$ cat src/rtl/pscroll_pkg.sv
package pscroll_pkg;
  parameter int DATA_W    = 8;
  parameter int ADDR_W    = 3;
  parameter int TIMER_W   = 8;
  parameter int COUNT_W   = 8;
  parameter int CODE_W    = 4;
  parameter int MAX_SLOTS = 4;

  localparam int SLOTS_PER_BYTE = DATA_W / CODE_W;
  localparam int SLOT_BYTES     = MAX_SLOTS / SLOTS_PER_BYTE;
  localparam int IDX_W          = $clog2(MAX_SLOTS);
  localparam int LIMIT_W        = TIMER_W + 1;

  localparam logic [ADDR_W-1:0] A_CTRL  = ADDR_W'(0);
  localparam logic [ADDR_W-1:0] A_CFG   = ADDR_W'(1);
  localparam logic [ADDR_W-1:0] A_TIMER = ADDR_W'(2);
  localparam logic [ADDR_W-1:0] A_COUNT = ADDR_W'(3);
  localparam logic [ADDR_W-1:0] A_SLOT0 = ADDR_W'(4);

  typedef struct packed {
    logic               gen_en;
    logic               scroll_en;
    logic [TIMER_W-1:0] timer;
    logic [COUNT_W-1:0] count;
  } cfg_t;

  // Frames per slot: two per timer unit, a zero timer behaves as one unit.
  function automatic logic [LIMIT_W-1:0] dwell_limit(input logic [TIMER_W-1:0] t);
    if (t == '0) return LIMIT_W'(2);
    return {t, 1'b0};
  endfunction

  // Slots taking part in the cycle, clamped to 1..MAX_SLOTS.
  function automatic logic [IDX_W:0] slot_total(input logic [COUNT_W-1:0] c);
    if (c == '0) return (IDX_W+1)'(1);
    if (c > COUNT_W'(MAX_SLOTS)) return (IDX_W+1)'(MAX_SLOTS);
    return (IDX_W+1)'(c);
  endfunction
endpackage

$ cat src/rtl/pscroll_regs.sv
module pscroll_regs
  import pscroll_pkg::*;
(
  input  logic                             clk,
  input  logic                             rst_n,
  input  logic                             wr_en,
  input  logic [ADDR_W-1:0]                wr_addr,
  input  logic [DATA_W-1:0]                wr_data,
  input  logic                             frame_start,
  output cfg_t                             stg_cfg,
  output cfg_t                             act_cfg,
  output logic [SLOT_BYTES-1:0][DATA_W-1:0] act_slots
);
  cfg_t                              stg_cfg_d, act_cfg_d;
  logic [SLOT_BYTES-1:0][DATA_W-1:0] stg_slots, stg_slots_d, act_slots_d;

  // Staging copy: software writes land here immediately.
  always_comb begin
    stg_cfg_d   = stg_cfg;
    stg_slots_d = stg_slots;
    if (wr_en) begin
      case (wr_addr)
        A_CTRL:  stg_cfg_d.gen_en    = wr_data[0];
        A_CFG:   stg_cfg_d.scroll_en = wr_data[0];
        A_TIMER: stg_cfg_d.timer     = wr_data[TIMER_W-1:0];
        A_COUNT: stg_cfg_d.count     = wr_data[COUNT_W-1:0];
        default: ;
      endcase
      for (int b = 0; b < SLOT_BYTES; b++) begin
        if (wr_addr == A_SLOT0 + ADDR_W'(b)) stg_slots_d[b] = wr_data;
      end
    end
  end

  // Working copy: refreshed only at a frame boundary.
  always_comb begin
    act_cfg_d   = act_cfg;
    act_slots_d = act_slots;
    if (frame_start) begin
      act_cfg_d   = stg_cfg;
      act_slots_d = stg_slots;
    end
  end

  always_ff @(posedge clk or negedge rst_n) begin
    if (!rst_n) begin
      stg_cfg   <= '0;
      stg_slots <= '0;
      act_cfg   <= '0;
      act_slots <= '0;
    end else begin
      stg_cfg   <= stg_cfg_d;
      stg_slots <= stg_slots_d;
      act_cfg   <= act_cfg_d;
      act_slots <= act_slots_d;
    end
  end

  AST_ACTIVE_FRAME_ONLY: assert property (@(posedge clk) disable iff (!rst_n)
    !frame_start |=> ($stable(act_cfg) && $stable(act_slots)));
endmodule

$ cat src/rtl/pscroll_step.sv
module pscroll_step
  import pscroll_pkg::*;
(
  input  logic               clk,
  input  logic               rst_n,
  input  logic               frame_start,
  input  cfg_t               cur_cfg,
  input  cfg_t               new_cfg,
  output logic [IDX_W-1:0]   slot_idx,
  output logic [LIMIT_W-1:0] frame_cnt
);
  logic [IDX_W-1:0]   slot_d;
  logic [LIMIT_W-1:0] cnt_d;
  logic [LIMIT_W-1:0] new_limit, cnt_inc;
  logic [IDX_W:0]     new_total, slot_ext, slot_inc;
  logic               cur_run, new_run;

  assign new_limit = dwell_limit(new_cfg.timer);
  assign new_total = slot_total(new_cfg.count);
  assign cnt_inc   = frame_cnt + LIMIT_W'(1);
  assign slot_ext  = {1'b0, slot_idx};
  assign slot_inc  = slot_ext + (IDX_W+1)'(1);
  assign cur_run   = cur_cfg.gen_en & cur_cfg.scroll_en;
  assign new_run   = new_cfg.gen_en & new_cfg.scroll_en;

  always_comb begin
    slot_d = slot_idx;
    cnt_d  = frame_cnt;
    if (frame_start) begin
      if (!cur_run || !new_run) begin
        slot_d = '0;
        cnt_d  = '0;
      end else if (slot_ext >= new_total) begin
        slot_d = '0;
        cnt_d  = '0;
      end else if (cnt_inc >= new_limit) begin
        cnt_d  = '0;
        slot_d = (slot_inc >= new_total) ? '0 : slot_inc[IDX_W-1:0];
      end else begin
        cnt_d  = cnt_inc;
      end
    end
  end

  always_ff @(posedge clk or negedge rst_n) begin
    if (!rst_n) begin
      slot_idx  <= '0;
      frame_cnt <= '0;
    end else if (frame_start) begin
      slot_idx  <= slot_d;
      frame_cnt <= cnt_d;
    end
  end

  AST_CNT_BELOW_LIMIT: assert property (@(posedge clk) disable iff (!rst_n)
    frame_cnt < dwell_limit(cur_cfg.timer));
  AST_SLOT_IN_RANGE: assert property (@(posedge clk) disable iff (!rst_n)
    {1'b0, slot_idx} < slot_total(cur_cfg.count));
  AST_IDLE_AT_ZERO: assert property (@(posedge clk) disable iff (!rst_n)
    !(cur_cfg.gen_en && cur_cfg.scroll_en) |-> (frame_cnt == '0 && slot_idx == '0));
  AST_STEP_FRAME_ONLY: assert property (@(posedge clk) disable iff (!rst_n)
    !frame_start |=> ($stable(slot_idx) && $stable(frame_cnt)));
endmodule

$ cat src/rtl/pattern_scroll_seq.sv
module pattern_scroll_seq
  import pscroll_pkg::*;
(
  input  logic              clk,
  input  logic              rst_n,
  input  logic              wr_en,
  input  logic [ADDR_W-1:0] wr_addr,
  input  logic [DATA_W-1:0] wr_data,
  input  logic              frame_start,
  output logic [CODE_W-1:0] pattern_code
);
  logic [1:0]                        rst_sync;
  logic                              rst_int_n;
  cfg_t                              stg_cfg, act_cfg;
  logic [SLOT_BYTES-1:0][DATA_W-1:0] act_slots;
  logic [IDX_W-1:0]                  slot_idx, sel_idx;
  logic [LIMIT_W-1:0]                frame_cnt;
  logic [MAX_SLOTS-1:0][CODE_W-1:0]  slot_codes;

  always_ff @(posedge clk or negedge rst_n) begin
    if (!rst_n) rst_sync <= 2'b00;
    else        rst_sync <= {rst_sync[0], 1'b1};
  end
  assign rst_int_n = rst_sync[1];

  pscroll_regs u_regs (
    .clk(clk), .rst_n(rst_int_n), .wr_en(wr_en), .wr_addr(wr_addr),
    .wr_data(wr_data), .frame_start(frame_start),
    .stg_cfg(stg_cfg), .act_cfg(act_cfg), .act_slots(act_slots)
  );

  pscroll_step u_step (
    .clk(clk), .rst_n(rst_int_n), .frame_start(frame_start),
    .cur_cfg(act_cfg), .new_cfg(stg_cfg),
    .slot_idx(slot_idx), .frame_cnt(frame_cnt)
  );

  // Unpack slot codes: odd slot in the low nibble, even slot in the high one.
  for (genvar s = 0; s < MAX_SLOTS; s++) begin : g_unpack
    assign slot_codes[s] = act_slots[s / SLOTS_PER_BYTE][(s % SLOTS_PER_BYTE) * CODE_W +: CODE_W];
  end

  assign sel_idx      = act_cfg.scroll_en ? slot_idx : '0;
  assign pattern_code = act_cfg.gen_en ? slot_codes[sel_idx] : '0;

  AST_OUT_FRAME_ONLY: assert property (@(posedge clk) disable iff (!rst_int_n)
    !frame_start |=> $stable(pattern_code));
  AST_OFF_GIVES_ZERO: assert property (@(posedge clk) disable iff (!rst_int_n)
    !act_cfg.gen_en |-> (pattern_code == '0));
endmodule

$ cat config.mk
export PLATFORM = sky130hd
export DESIGN_NAME = pattern_scroll_seq
export DESIGN_NICKNAME = d
export VERILOG_FILES = /design/src/rtl/pscroll_pkg.sv /design/src/rtl/pscroll_regs.sv /design/src/rtl/pscroll_step.sv /design/src/rtl/pattern_scroll_seq.sv
export SDC_FILE = /design/constraint.sdc
export NUM_CORES = 1
export LEC_CHECK = 0
export ABC_AREA = 1
export BUFFER_PORTS_ARGS = -buffer_cell sky130_fd_sc_hd__buf_2
export CORE_MARGIN = 1.5
export CORE_UTILIZATION = 54
export CTS_CLUSTER_SIZE = 12
export DETAILED_ROUTE_END_ITERATION = 16
export GPL_TIMING_DRIVEN = 0
export PLACE_DENSITY = 0.75
export SLEW_MARGIN = 40
export SYNTH_ARGS = -nofsm -noshare
export SYNTH_HDL_FRONTEND = slang
export SYNTH_SLANG_ARGS = --single-unit
export TNS_END_PERCENT = 100
$ cat constraint.sdc
create_clock -name clk -period 1.85 [get_ports clk]
set_input_delay 0.0925 -clock clk [delete_from_list [all_inputs] [get_ports clk]]
set_output_delay 0.0925 -clock clk [all_outputs]
set_load 0.05 [all_outputs]
==> impl_metrics.prom <==
# TYPE chip_impl_metric gauge
chip_impl_info{name="cp-startpoint",value="u_step.frame_cnt[0]$_DFFE_PN0P_"} 1
chip_impl_metric{name="period_minus_slack",unit="ns"} 2.25
chip_impl_metric{name="total_via_count_after_detailed_routing",unit=""} 2574
chip_impl_metric{name="insertedDiodeCount",unit=""} 0
chip_impl_info{name="post-synth-top-count-cell",value="sky130_fd_sc_hd__nand2_1"} 1
chip_impl_info{name="worstSetupPathType",value="reg2reg"} 1
chip_impl_metric{name="hold_viol_final",unit=""} 0
chip_impl_metric{name="tritoncts.num_buffers",unit=""} 9
chip_impl_metric{name="firstDrtPassIters",unit=""} 5
chip_impl_metric{name="placeableCoreArea",unit="um2"} 5570
chip_impl_metric{name="final_design_area_no_fill",unit="um2"} 3690
chip_impl_info{name="tritoncts",value="built"} 1
chip_impl_info{name="failing_checks",value="setup timing"} 1
chip_impl_metric{name="antenna_found_initial",unit=""} 0
chip_impl_metric{name="postSynthRegisterBits",unit=""} 65
chip_impl_metric{name="layout.core_utilization",unit="%"} 66.1
chip_impl_metric{name="grt_pass1_wl",unit="mm"} 11.4
chip_impl_metric{name="irDropWorstVdd",unit="uV"} 632
chip_impl_metric{name="maxCapViolCount",unit=""} 0
chip_impl_metric{name="finClkSkew",unit="ns"} 0.00702
chip_impl_metric{name="ff2ff_path_depth",unit=""} 16
chip_impl_metric{name="overall_power_of_the_completed_layout",unit="mW"} 3.46
chip_impl_metric{name="max_stage_delay",unit="ns"} 0.36
chip_impl_metric{name="fp.dieW",unit="um"} 79.4
chip_impl_info{name="critical_path.startpoint_type",value="register"} 1
chip_impl_info{name="timing.critical_path.to_type",value="register"} 1
chip_impl_metric{name="fin_nets",unit=""} 450
chip_impl_metric{name="largest_fanout_on_the_critical_path",unit=""} 5
chip_impl_metric{name="syn_inst",unit=""} 386
chip_impl_metric{name="cts.reportedPaths.clkPinSlew",unit="ns"} 0.07
chip_impl_metric{name="timing.critical_path.required",unit="ns"} 2.13
chip_impl_info{name="top_ff_cell_synth",value="sky130_fd_sc_hd__dfrtp_1"} 1
chip_impl_info{name="worstPathCellList",value="ha_2 > nand2_2 > nor2_4 > nand3_2 > xor2_1 > inv_2 > ha_4 > nand2_2 > inv_2 > nand3_2 > nor3_2 > nor2_2 > nand2_2 > buf_6 > nand3_2 > nand2_1"} 1
chip_impl_metric{name="die_area",unit="um2"} 6300
chip_impl_metric{name="synth.lib_cells_used.distinct",unit=""} 24
chip_impl_info{name="yosys-top-cells-count",value="sky130_fd_sc_hd__nand2_1, sky130_fd_sc_hd__dfrtp_1, sky130_fd_sc_hd__o21ai_0, sky130_fd_sc_hd__inv_1, sky130_fd_sc_hd__a21oi_1"} 1
chip_impl_info{name="timing.critical_path.slowest_stage_cell",value="sky130_fd_sc_hd__dfrtp_1"} 1
chip_impl_metric{name="synth_enable_flop_cells",unit=""} 0
chip_impl_metric{name="n_fill_cell",unit=""} 451
chip_impl_metric{name="post_synthesis_async_set_or_reset_flop_share",unit="%"} 100
chip_impl_info{name="worst_hold_path_type",value="in2async"} 1
chip_impl_info{name="synth_top_area_cells",value="sky130_fd_sc_hd__dfrtp_1, sky130_fd_sc_hd__nand2_1, sky130_fd_sc_hd__o21ai_0, sky130_fd_sc_hd__inv_1, sky130_fd_sc_hd__ha_1"} 1
chip_impl_metric{name="grt_use_total",unit="%"} 24.5
chip_impl_metric{name="gp_routability_congestion",unit=""} 0.839
chip_impl_metric{name="wirelength",unit="mm"} 6.83
chip_impl_metric{name="h-tree-depth",unit=""} 3
chip_impl_info{name="r2r-end",value="u_step.slot_idx[0]$_DFFE_PN0P_"} 1
chip_impl_metric{name="netlist.area_leader.share",unit="%"} 51.6
chip_impl_metric{name="number_of_sinks_on_the_clock_net",unit=""} 65
chip_impl_metric{name="die_height",unit="um"} 79.4
chip_impl_metric{name="post-route-drc-count",unit=""} 0
chip_impl_info{name="status",value="complete, but fails checks"} 1
chip_impl_metric{name="synth-seq-area-share",unit="%"} 51.6
chip_impl_metric{name="port_buffers",unit=""} 17
chip_impl_info{name="clk_root_buffer_cell",value="sky130_fd_sc_hd__clkbuf_8"} 1
chip_impl_metric{name="net_count_of_the_mapped_netlist",unit=""} 415
chip_impl_metric{name="flow.area_growth_from_synthesis",unit="%"} 17.0
chip_impl_metric{name="row_count",unit=""} 27
chip_impl_metric{name="grt_max_degree",unit=""} 64
chip_impl_metric{name="routed_wire_length_per_instance",unit="um"} 13.7
chip_impl_metric{name="worst_skew_pair.late_latency",unit="ns"} 0.35
chip_impl_metric{name="fmax",unit="GHz"} 0.445
chip_impl_metric{name="critical_path.n_buffers_inverters",unit=""} 3
chip_impl_metric{name="drv_slew",unit=""} 0
chip_impl_metric{name="layout_setup_ws",unit="ns"} -0.397
chip_impl_metric{name="leakage",unit="nW"} 1.87
chip_impl_metric{name="post_drt_via_cell_ratio",unit=""} 5.17
chip_impl_info{name="crit_family",value="simple AND/OR/NAND/NOR gates"} 1
chip_impl_metric{name="ioPinCount",unit=""} 19
chip_impl_metric{name="final_layout_size_suffix_gt1_share",unit="%"} 15.7
chip_impl_metric{name="drt_iter0_markers",unit=""} 149
chip_impl_metric{name="rrSetupSlack",unit="ns"} -0.40
chip_impl_metric{name="yosysWarnings",unit=""} 0
chip_impl_metric{name="placed_area",unit="um2"} 3330
chip_impl_metric{name="power_per_cell_area",unit="nW/um2"} 938
chip_impl_metric{name="grt_pass1_vias",unit=""} 2428
chip_impl_metric{name="mappedNetlistArea",unit="um2"} 3150
chip_impl_metric{name="crit_cells",unit=""} 16
chip_impl_metric{name="hpwlAfterDp",unit="mm"} 4.77
chip_impl_info{name="startpoint_of_the_worst_register_to_register_path",value="u_step.frame_cnt[0]$_DFFE_PN0P_"} 1
chip_impl_metric{name="initial_core_util",unit="%"} 56.5
chip_impl_metric{name="gr-total-overflow",unit=""} 0
chip_impl_metric{name="critPathArrivalTime",unit="ns"} 2.53
chip_impl_metric{name="ctsLongestPathBuffers",unit=""} 2
chip_impl_metric{name="ant_nets",unit=""} 0
chip_impl_info{name="critical_path.endpoint",value="u_step.slot_idx[0]$_DFFE_PN0P_"} 1
chip_impl_metric{name="synth.avg_cell_area",unit="um2"} 8.17
chip_impl_metric{name="setup_violations",unit=""} 11
chip_impl_metric{name="post-route-period-util",unit="%"} 121
chip_impl_info{name="setup_repair_after_global_routing_missed_its_margin",value="true"} 1
chip_impl_info{name="synthDominantAreaCellType",value="sky130_fd_sc_hd__dfrtp_1"} 1
chip_impl_metric{name="fin_setup_tns",unit="ns"} -4.12
[report_power, final]
group	switching, mW	internal (mW)
logic	0.419	0.248
registers	0.155	1.64
clock network	0.512	0.483
[cell usage in the layout (no fill, tap or decap), drive strengths merged]
cell type,instances
o21a,1
xor2,6
a21oi,17
a31o,1
nand2,125
nor3,3
dlygate4sd3,1
clkinvlp,1
buf,24
nand3,12
nand4,1
a31oi,2
o22ai,3
or2,1
a21o,1
ha,14
clkinv,2
inv,51
clkbuf,23
conb,1
o21ai,56
dfrtp,65
nor2,15
[what timing repair did]
item | CTS | global route
buffers inserted | 4 | 0
hold endpoints to repair | 2 | 0
cloned | 1 | 0
endpoints found under the setup margin | 11 | 15
pin swaps | 9 | 10
hold buffers | 1 | 0
resized for setup | 8 | 28
[sequential cells by signal, indices dropped and copies added, names as in the netlist]
signal,count
rst_sync,2
u_regs.stg_slots,16
u_regs.stg_cfg,18
u_regs.act_slots,16
u_step.frame_cnt,9
u_step.slot_idx,2
u_regs.act_cfg,2
[how the worst min path moves through the flow]
stage                       endpoint  cells after the start
4_1_cts        rst_sync[1]$_DFF_PN0_                      2
3_5_place_dp   rst_sync[0]$_DFF_PN0_                      1
5_1_grt        rst_sync[1]$_DFF_PN0_                      2
2_1_floorplan  rst_sync[0]$_DFF_PN0_                      0
3_3_place_gp   rst_sync[0]$_DFF_PN0_                      1
6_report       rst_sync[1]$_DFF_PN0_                      2
[area by class of cell]
type / count / area [um2] / share of cell area (%)
multi-input combinational: 259 / 1410 / 38.1
sequential: 65 / 1630 / 44.2
buffer: 11 / 48.8 / 1.32
timing repair buffer: 24 / 164 / 4.45
inverter: 51 / 191 / 5.19
clock inverter: 3 / 17.5 / 0.475
tap: 72 / 90.1 / 2.44
clock buffer: 13 / 139 / 3.77
[logic make-up after synthesis]
family / after synthesis / synth area share, %
and+or+nand+nor: 157 / 20.1
AOI/OAI and AO/OA: 81 / 13.3
DFF: 65 / 51.6
buffers and inverters: 62 / 7.62
adders and majority gates: 14 / 5.56
xor gates and xnor gates: 6 / 1.67
other: 1 / 0.119
[layer usage]
metal  GRT usage [%]  wire length (um)
met1            33.4              3160
met2            37.9              3160
met3            7.09               373
met4            8.25               132
met5               0                 0
[worst reg2reg max path, delay by kind of cell (launching register included)]
| kind | cells | cell delay, ns |
|---|---|---|
| buffers and inverters | 3 | 0.27 |
| adder cells (fa/ha/maj) | 2 | 0.46 |
| AND/OR/NAND/NOR | 10 | 0.92 |
| XOR/XNOR | 1 | 0.17 |
| flip-flops | 1 | 0.36 |
[through the flow]
| stage | setup slack, ns | cells | hold slack [ns] |
|---|---|---|---|
| 2_1_floorplan | -0.251 | 386 | -0.203 |
| 3_3_place_gp | -0.417 | 475 | -0.121 |
| 3_5_place_dp | -0.472 | 475 | -0.120 |
| 4_1_cts | -0.337 | 497 | 0.0465 |
| 5_1_grt | -0.543 | 498 | 0.0398 |
| 6_report | -0.397 | 498 | 0.0590 |
(Power assumes the default switching activity.)
